`config.mk`:
```
export PLATFORM = sky130hd
export DESIGN_NAME = uart_irq_ident
export DESIGN_NICKNAME = d
export VERILOG_FILES = /design/src/rtl/uart_irq_pkg.sv /design/src/rtl/uart_irq_latch.sv /design/src/rtl/uart_irq_prio.sv /design/src/rtl/uart_irq_rdport.sv /design/src/rtl/uart_irq_ident.sv
export SDC_FILE = /design/constraint.sdc
export NUM_CORES = 1
export LEC_CHECK = 0
export ABC_AREA = 0
export CORE_MARGIN = 4
export CORE_UTILIZATION = 38
export DETAILED_ROUTE_END_ITERATION = 10
export HOLD_SLACK_MARGIN = 0.1
export PLACE_DENSITY = 0.75
export SETUP_SLACK_MARGIN = 0.4
export SLEW_MARGIN = 20
export SYNTH_ARGS = -nofsm -noshare
export SYNTH_HDL_FRONTEND = slang
export SYNTH_SLANG_ARGS = --single-unit
```
`constraint.sdc`:
```
create_clock -name clk -period 1.9 [get_ports clk]
set_input_delay 0.285 -clock clk [delete_from_list [all_inputs] [get_ports clk]]
set_output_delay 0.285 -clock clk [all_outputs]
set_load 0.01 [all_outputs]
```
`src/rtl/uart_irq_pkg.sv`:
```
package uart_irq_pkg;

  localparam int NSRC   = 5;
  localparam int CODE_W = 3;

  // Source index doubles as priority rank: lower index wins
  localparam int SRC_LINE = 0;
  localparam int SRC_RXAV = 1;
  localparam int SRC_RXTO = 2;
  localparam int SRC_TXE  = 3;
  localparam int SRC_MDM  = 4;

  typedef logic [CODE_W-1:0] code_t;

  typedef struct packed {
    logic [1:0] fifo_on;
    logic       rx_mirror;
    logic       tx_mirror;
    code_t      src_code;
    logic       idle;
  } stat_t;

  localparam stat_t STAT_RESET = '{fifo_on: 2'b00, rx_mirror: 1'b0,
                                   tx_mirror: 1'b0, src_code: '0, idle: 1'b1};

  function automatic code_t code_of(input int idx);
    case (idx)
      SRC_LINE: return 3'b011;
      SRC_RXAV: return 3'b010;
      SRC_RXTO: return 3'b110;
      SRC_TXE:  return 3'b001;
      default:  return 3'b000;
    endcase
  endfunction

endpackage

```
`src/rtl/uart_irq_latch.sv`:
```
module uart_irq_latch #(
  parameter int N = 5
) (
  input  logic         clk,
  input  logic         rst,
  input  logic [N-1:0] ev,
  input  logic [N-1:0] en,
  input  logic [N-1:0] clr,
  output logic [N-1:0] pend,
  output logic [N-1:0] pend_nxt
);

  for (genvar g = 0; g < N; g++) begin : g_src
    // a new event outranks the clear; a dropped enable empties the latch
    assign pend_nxt[g] = (pend[g] & en[g] & ~clr[g]) | (ev[g] & en[g]);

    always_ff @(posedge clk) begin
      if (rst) pend[g] <= 1'b0;
      else     pend[g] <= pend_nxt[g];
    end
  end

endmodule

```
`src/rtl/uart_irq_prio.sv`:
```
module uart_irq_prio #(
  parameter int N = 5
) (
  input  logic [N-1:0] req,
  output logic [N-1:0] grant
);

  // lowest index has the highest priority
  always_comb begin
    grant = '0;
    for (int i = N - 1; i >= 0; i--) begin
      if (req[i]) begin
        grant    = '0;
        grant[i] = 1'b1;
      end
    end
  end

endmodule

```
`src/rtl/uart_irq_rdport.sv`:
```
module uart_irq_rdport
  import uart_irq_pkg::*;
(
  input  logic  clk,
  input  logic  rst,
  input  logic  rd_stb,
  input  stat_t live,
  output logic  take,
  output stat_t snap
);

  logic rd_prev;

  assign take = rd_stb & ~rd_prev;

  always_ff @(posedge clk) begin
    if (rst) begin
      rd_prev <= 1'b0;
      snap    <= STAT_RESET;
    end else begin
      rd_prev <= rd_stb;
      if (take) snap <= live;
    end
  end

endmodule

```
`src/rtl/uart_irq_ident.sv`:
```
module uart_irq_ident
  import uart_irq_pkg::*;
(
  input  logic            clk,
  input  logic            rst,
  input  logic [NSRC-1:0] src_ev,
  input  logic [NSRC-1:0] src_en,
  input  logic            fifo_mode,
  input  logic            mirror_en,
  input  logic            tx_ready,
  input  logic            rx_nonempty,
  input  logic            rd_stb,
  output logic [7:0]      rd_data,
  output logic            irq
);

  logic [NSRC-1:0] pend;
  logic [NSRC-1:0] pend_nxt;
  logic [NSRC-1:0] grant;
  logic [NSRC-1:0] clr;
  logic            take;
  code_t           win_code;
  stat_t           live;
  stat_t           snap;
  logic            irq_q;

  uart_irq_latch #(.N(NSRC)) u_latch (
    .clk      (clk),
    .rst      (rst),
    .ev       (src_ev),
    .en       (src_en),
    .clr      (clr),
    .pend     (pend),
    .pend_nxt (pend_nxt)
  );

  uart_irq_prio #(.N(NSRC)) u_prio (
    .req   (pend),
    .grant (grant)
  );

  always_comb begin
    win_code = '0;
    for (int i = 0; i < NSRC; i++) begin
      if (grant[i]) win_code = win_code | code_of(i);
    end
  end

  always_comb begin
    live.fifo_on   = {2{fifo_mode}};
    live.rx_mirror = mirror_en & rx_nonempty;
    live.tx_mirror = mirror_en & tx_ready;
    live.src_code  = win_code;
    live.idle      = ~|pend;
  end

  uart_irq_rdport u_rd (
    .clk    (clk),
    .rst    (rst),
    .rd_stb (rd_stb),
    .live   (live),
    .take   (take),
    .snap   (snap)
  );

  // only the source reported by this read is acknowledged
  assign clr = take ? grant : '0;

  always_ff @(posedge clk) begin
    if (rst) irq_q <= 1'b0;
    else     irq_q <= |pend_nxt;
  end

  assign irq     = irq_q;
  assign rd_data = snap;

endmodule

```
==> impl_metrics.tcl, run 1 <==
set metrics [dict create \
    initial_core_util_pct 41.7 \
    drv_slew 0 \
    seqCellArea_um2 284 \
    place_congestion 0.791 \
    instances_no_fill 110 \
    nFillCells 120 \
    max-clock-path-buffers 2 \
    track_usage_pct 15.0 \
    cp_max_fo 3 \
    hp-class "register to register" \
    path_clk_slew_ns 0.08 \
    end_kind "register" \
    slowest_stage "or4b_4" \
    rsz0062_at_grt "yes" \
    vias 593 \
    r2r_start "u_latch.pend[1]" \
    finalSetupViolCount 0 \
    drtIter0Drc 19 \
    min_from "u_rd.snap[4]" \
    chipHeight_um 46.2 \
    slew_headroom_pct 65.7 \
    synth.distinct_cells 22 \
    ys_seq_elements 14 \
    design_area_um2 905 \
    p_seq_share_pct 52.5 \
    core_mm2 0.00133 \
    rows 13 \
    place_ws_ns -0.00773 \
    crit_arrival_ns 1.69 \
    viasPerCell 5.39 \
    power_frac_comb_pct 21.7 \
    ir_drop_mv 0.482 \
    gr-max-usage-layer "met2" \
    internal_power_mw 0.464 \
    worst-setup-path-type "register to register" \
    p_sw_mw 0.145 \
    grt_pass1_vias 546 \
    grt_pass1_wl_um 2260 \
    cts_sinks 14 \
    die_x_um 46.2 \
    cts_tree "yes" \
    powerDensity_mw_per_mm2 674 \
    antenna_cells 0 \
    clock_latency_ns 0.26 \
    cp-start-kind "register" \
    grt_max_degree 15 \
    multi_input_area_um2 264 \
    holdPathEnd "u_rd.snap[4]" \
    grtUsageMet1_pct 16.2 \
    nNetsFinal 114 \
    placed_cells_incl_taps 104 \
    portBuffers 25 \
    timing.rr.end "irq" \
    ioPinCount 26 \
    drive_gt1_share_pct 20.0 \
    cpPeakStageDelay_ns 0.56 \
    power_mw 0.610 \
    overflow 0 \
    drc 0 \
    leakage_nw 0.368 \
    fin_crit_ns 1.56 \
    cap_violations 0 \
    hold_violations 0 \
    dieArea_mm2 0.00214 \
    cts_buffers 3 \
    cts_root_buf "clkbuf_4" \
    clkPwrFrac_pct 25.8 \
    synth_area_um2 556 \
    areaGrowthSynthToFinish_pct 62.8 \
    synth_cells 63 \
    fmax_mhz 642 \
    postPlaceCellArea_um2 840 \
    met3_usage_pct 5.47 \
    drt.antenna.violating_nets 0 \
    holdBufCountCts 0 \
    wl_per_cell_um 13.4 \
    crit_required_ns 2.03 \
    status "finished clean" \
    tightest_slew_ns 0.513 \
    dpl.hpwl_um 1010 \
    first_pass_iters 4 \
    cts_max_level 1 \
    ys_warn_count 0 \
    period_share_pct 82.0 \
    syn_area_per_cell_um2 8.82 \
    finClkSkew_ns 0.000648 \
    finalWirelength_um 1480 \
    antenna_found_initial 0 \
    seq_area_frac_synth_pct 50.5 \
    r2r_slack_ns 0.34 \
    r2r_cells 4 \
    hold-path-cell-count 2 \
    cp_cell_sequence "or4b_4 -> o21a_1 -> o21ai_1 -> a41oi_1" \
    synth.net_count 80 \
    final.setup.worst_slack_ns 0.342 \
    grt_use_met2_pct 25.8 \
    swShare_pct 23.8 \
    tns_ns 0 \
]
## per-layer routing
| metal | wire length (µm) | vias up | part of all wire [%] |
|---|---|---|---|
| li1 | - | 287 | - |
| met1 | 560 | 275 | 38 |
| met2 | 759 | 29 | 51 |
| met3 | 143 | 2 | 9.7 |
| met4 | 11 | 0 | 0.75 |
| met5 | 0 | - | 0 |
## through the flow
stage / utilization (%) / hold slack (ns)
final: 67.8 / 0.449
after global routing: 67.8 / 0.487
after CTS: 66.4 / 0.456
after detailed placement: 62.9 / 0.445
after global placement: 62.9 / 0.439
after floorplan: - / 0.357
## power by group through the flow
stage / combinational, mW / sequential (mW) / clock [mW]
floorplan: 0.0438 / 0.331 / 0
detailed placement: 0.121 / 0.327 / 0
CTS: 0.127 / 0.320 / 0.165
global placement: 0.120 / 0.327 / 0
global route: 0.144 / 0.322 / 0.181
finish: 0.132 / 0.320 / 0.157
## final cells by class
type	count	area share (%)
Sequential cell	14	31.4
Inverter	2	0.830
Multi-Input combinational cell	44	29.2
Timing Repair Buffer	32	34.0
Tap cell	15	2.07
Clock buffer	3	2.49
## worst max-delay path by stage
stage / startpoint / endpoint / depth (start not counted)
floorplan: u_latch.pend[1] / irq / 4
global placement: rd_stb / irq / 5
detailed placement: rd_stb / irq / 5
CTS: u_rd.rd_prev / irq / 4
global route: u_latch.pend[1] / irq / 4
finish: u_latch.pend[1] / irq / 4
## cells in the final DEF, fill, tap and decap left out
cell type / Yosys / final
a21o_2: 2 / 1
a21o_4: 0 / 1
a21oi_1: 5 / 5
a221o_1: 1 / 1
a222oi_1: 1 / 1
a41oi_1: 1 / 1
buf_4: 1 / 6
buf_6: 0 / 1
clkbuf_4: 0 / 3
clkdlybuf4s50_1: 0 / 23
dfxtp_1: 14 / 11
dfxtp_2: 0 / 3
dlygate4sd2_1: 0 / 1
dlymetal6s2s_1: 0 / 1
inv_1: 2 / 2
nand2_1: 5 / 4
nand2_2: 0 / 1
nand2b_1: 1 / 1
nand3_1: 2 / 2
nor2_1: 10 / 9
nor2_2: 0 / 1
nor2b_1: 2 / 2
nor3_1: 4 / 4
nor3b_1: 2 / 2
o21a_1: 2 / 2
o21ai_0: 2 / 2
o21ai_1: 1 / 1
o21ai_2: 1 / 1
o31a_1: 1 / 1
or4b_4: 1 / 1
## cells by family after synthesis
family                 share of synthesized area [%]
buffers and inverters                           4.06
AND/OR/NAND/NOR                                 24.1
flip-flops                                      50.5
AO/OA/AOI/OAI                                   21.4
## synth_stat cells, drive strengths merged
| library cell | instances | share of area (%) |
|---|---|---|
| a21o | 2 | 3.2 |
| a21oi | 5 | 4.5 |
| a221o | 1 | 1.8 |
| a222oi | 1 | 1.8 |
| a41oi | 1 | 1.6 |
| buf | 1 | 1.4 |
| clkbuf | 2 | 1.4 |
| dfxtp | 14 | 50 |
| inv | 2 | 1.4 |
| nand2 | 5 | 3.4 |
| nand2b | 1 | 1.1 |
| nand3 | 2 | 1.8 |
| nor2 | 10 | 6.8 |
| nor2b | 2 | 2.3 |
| nor3 | 4 | 3.6 |
| nor3b | 2 | 2.7 |
| o21a | 2 | 2.7 |
| o21ai | 4 | 4.3 |
| o31a | 1 | 1.6 |
| or4b | 1 | 2.5 |
## timing repair
item | in CTS | in global routing
pin swaps | 3 | 4
buffers inserted | 3 | 0
setup endpoints to repair | 3 | 6
resized for setup | 3 | 6
## sequential cells by signal (all words and copies together) (netlist names)
register,count
irq,1
u_latch.pend,5
u_rd.rd_prev,1
u_rd.snap,7
## critical path: cells and delay by family (launching register included)
| kind | cells | cell delay, ns |
|---|---|---|
| AO/OA/AOI/OAI | 3 | 0.53 |
| flip-flops | 1 | 0.33 |
| AND/OR/NAND/NOR | 1 | 0.56 |
Note: power is estimated with default switching activity, not from simulation.
==> inputs of run 2 (changes only) <==
Clock period 1.9 ns to 1.6 ns, I/O delays scaled along.
==> run 2 against run 1 <==
  * Combinational power rose by 18%
  * Via count grew 1.5%
  * Largest power group unchanged
  * Power grew 19%
  * Non-clock buffer count grew 3
==> impl_metrics.tcl, run 2 (synthesized netlist as in run 1, its figures left out) <==
set metrics [dict create \
    status "finished clean" \
    cp-start-kind "register" \
    powerDensity_mw_per_mm2 784 \
    cts_max_level 1 \
    path_clk_slew_ns 0.07 \
    nNetsFinal 117 \
    cts_buffers 3 \
    grt_pass1_wl_um 2300 \
    regMostFlops "u_rd.snap" \
    drc 0 \
    period_share_pct 95.9 \
    wl_per_cell_um 12.8 \
    antenna_cells 0 \
    first_pass_iters 4 \
    finalSetupViolCount 0 \
    hp-class "primary input to register" \
    chipHeight_um 46.2 \
    core_mm2 0.00133 \
    portBuffers 25 \
    leakage_nw 0.398 \
    crit_arrival_ns 1.68 \
    crit_required_ns 1.75 \
    min_from "rd_stb" \
    drtIter0Drc 14 \
    r2r_slack_ns 0.07 \
    holdBufCountCts 0 \
    fin_crit_ns 1.53 \
    tightest_slew_ns 0.333 \
    drv_slew 0 \
    largest_reg_flops 7 \
    r2r_cells 5 \
    dieArea_mm2 0.00214 \
    end_kind "register" \
    slew_headroom_pct 77.8 \
    ir_drop_mv 0.469 \
    worst-setup-path-type "register to register" \
    fmax_mhz 652 \
    vias 602 \
    clock_latency_ns 0.27 \
    overflow 0 \
    cts_root_buf "clkbuf_4" \
    cts_sinks 14 \
    power_mw 0.725 \
    mostFrequentLayoutCells "clkdlybuf4s50_1 (15), dfxtp_1 (11), dlygate4sd2_1 (10), buf_4 (9), nor2_1 (8)" \
    antenna_found_initial 0 \
    hold_violations 0 \
    die_x_um 46.2 \
    drt.antenna.violating_nets 0 \
    rsz0062_at_grt "yes" \
    cp_max_fo 4 \
    nFillCells 119 \
    timing.rr.end "irq" \
    final_core_util_pct 69.3 \
    dpl.hpwl_um 1110 \
    finClkSkew_ns 0.000477 \
    max-clock-path-buffers 2 \
    design_area_um2 925 \
    track_usage_pct 15.2 \
    finalWirelength_um 1450 \
    final_common_cell "clkdlybuf4s50_1" \
    postPlaceCellArea_um2 856 \
    areaGrowthSynthToFinish_pct 66.4 \
    multi_input_area_um2 275 \
    rows 13 \
    drive_gt1_share_pct 24.5 \
    ioPinCount 26 \
    cts_tree "yes" \
    reg_top3 "u_rd.snap x7, u_latch.pend x5" \
    holdPathEnd "u_rd.rd_prev" \
    place_congestion 0.814 \
    seqCellArea_um2 284 \
    initial_core_util_pct 41.7 \
    grt_pass1_vias 584 \
    cap_violations 0 \
    hold-path-cell-count 3 \
    viasPerCell 5.33 \
    r2r_start "u_rd.rd_prev" \
    grt_max_degree 9 \
]
[run 2: repair_timing]
item | CTS | global route
pin swaps | 3 | 2
setup buffers | 0 | 4
endpoints found under the setup margin | 16 | 7
gates resized for setup | 14 | 5
[run 2: cell type report]
class / count / area share (%)
clock buffers: 3 / 2.44
inverters: 2 / 0.812
multi-input cells: 44 / 29.8
flip-flops and latches: 14 / 30.7
well taps: 15 / 2.03
repair buffers: 35 / 34.2
[run 2: power breakdown]
group	switching [mW]	total (mW)	internal [mW]
logic	0.0613	0.156	0.0943
registers	0.0132	0.382	0.368
clock network	0.101	0.188	0.0872
[run 2: worst max-delay path by stage]
stage	from	end	slack (ns)	cells after the start
5_1_grt	u_rd.rd_prev	irq	0.02	4
3_3_place_gp	rd_stb	irq	-0.22	5
3_5_place_dp	rd_stb	irq	-0.27	5
4_1_cts	u_rd.rd_prev	irq	0.08	4
6_report	u_rd.rd_prev	irq	0.07	5
2_1_floorplan	u_rd.rd_prev	irq	0.15	4
[run 2: critical path: stages, from the launching register on]
cell,delay (ns)
dfxtp_2,0.33
or4b_4,0.56
buf_4,0.16
a21o_4,0.19
nand2_2,0.06
a41oi_1,0.10
[run 2: stage by stage]
stage / TNS [ns] / setup WS [ns] / std cells / hold WS [ns]
after floorplan: 0 / 0.153 / 63 / 0.309
after global placement: -0.662 / -0.217 / 106 / 0.440
after detailed placement: -0.932 / -0.272 / 106 / 0.453
after CTS: 0 / 0.0770 / 109 / 0.435
after global routing: 0 / 0.0157 / 113 / 0.481
final: 0 / 0.0660 / 113 / 0.438
[run 2: per-layer routing]
layer	wire length (µm)	vias to the layer above	global-route usage (%)
met5	0	-	0
met3	138	3	3.52
li1	-	294	-
met4	25	0	8.52
met2	713	29	28.0
met1	566	276	15.4
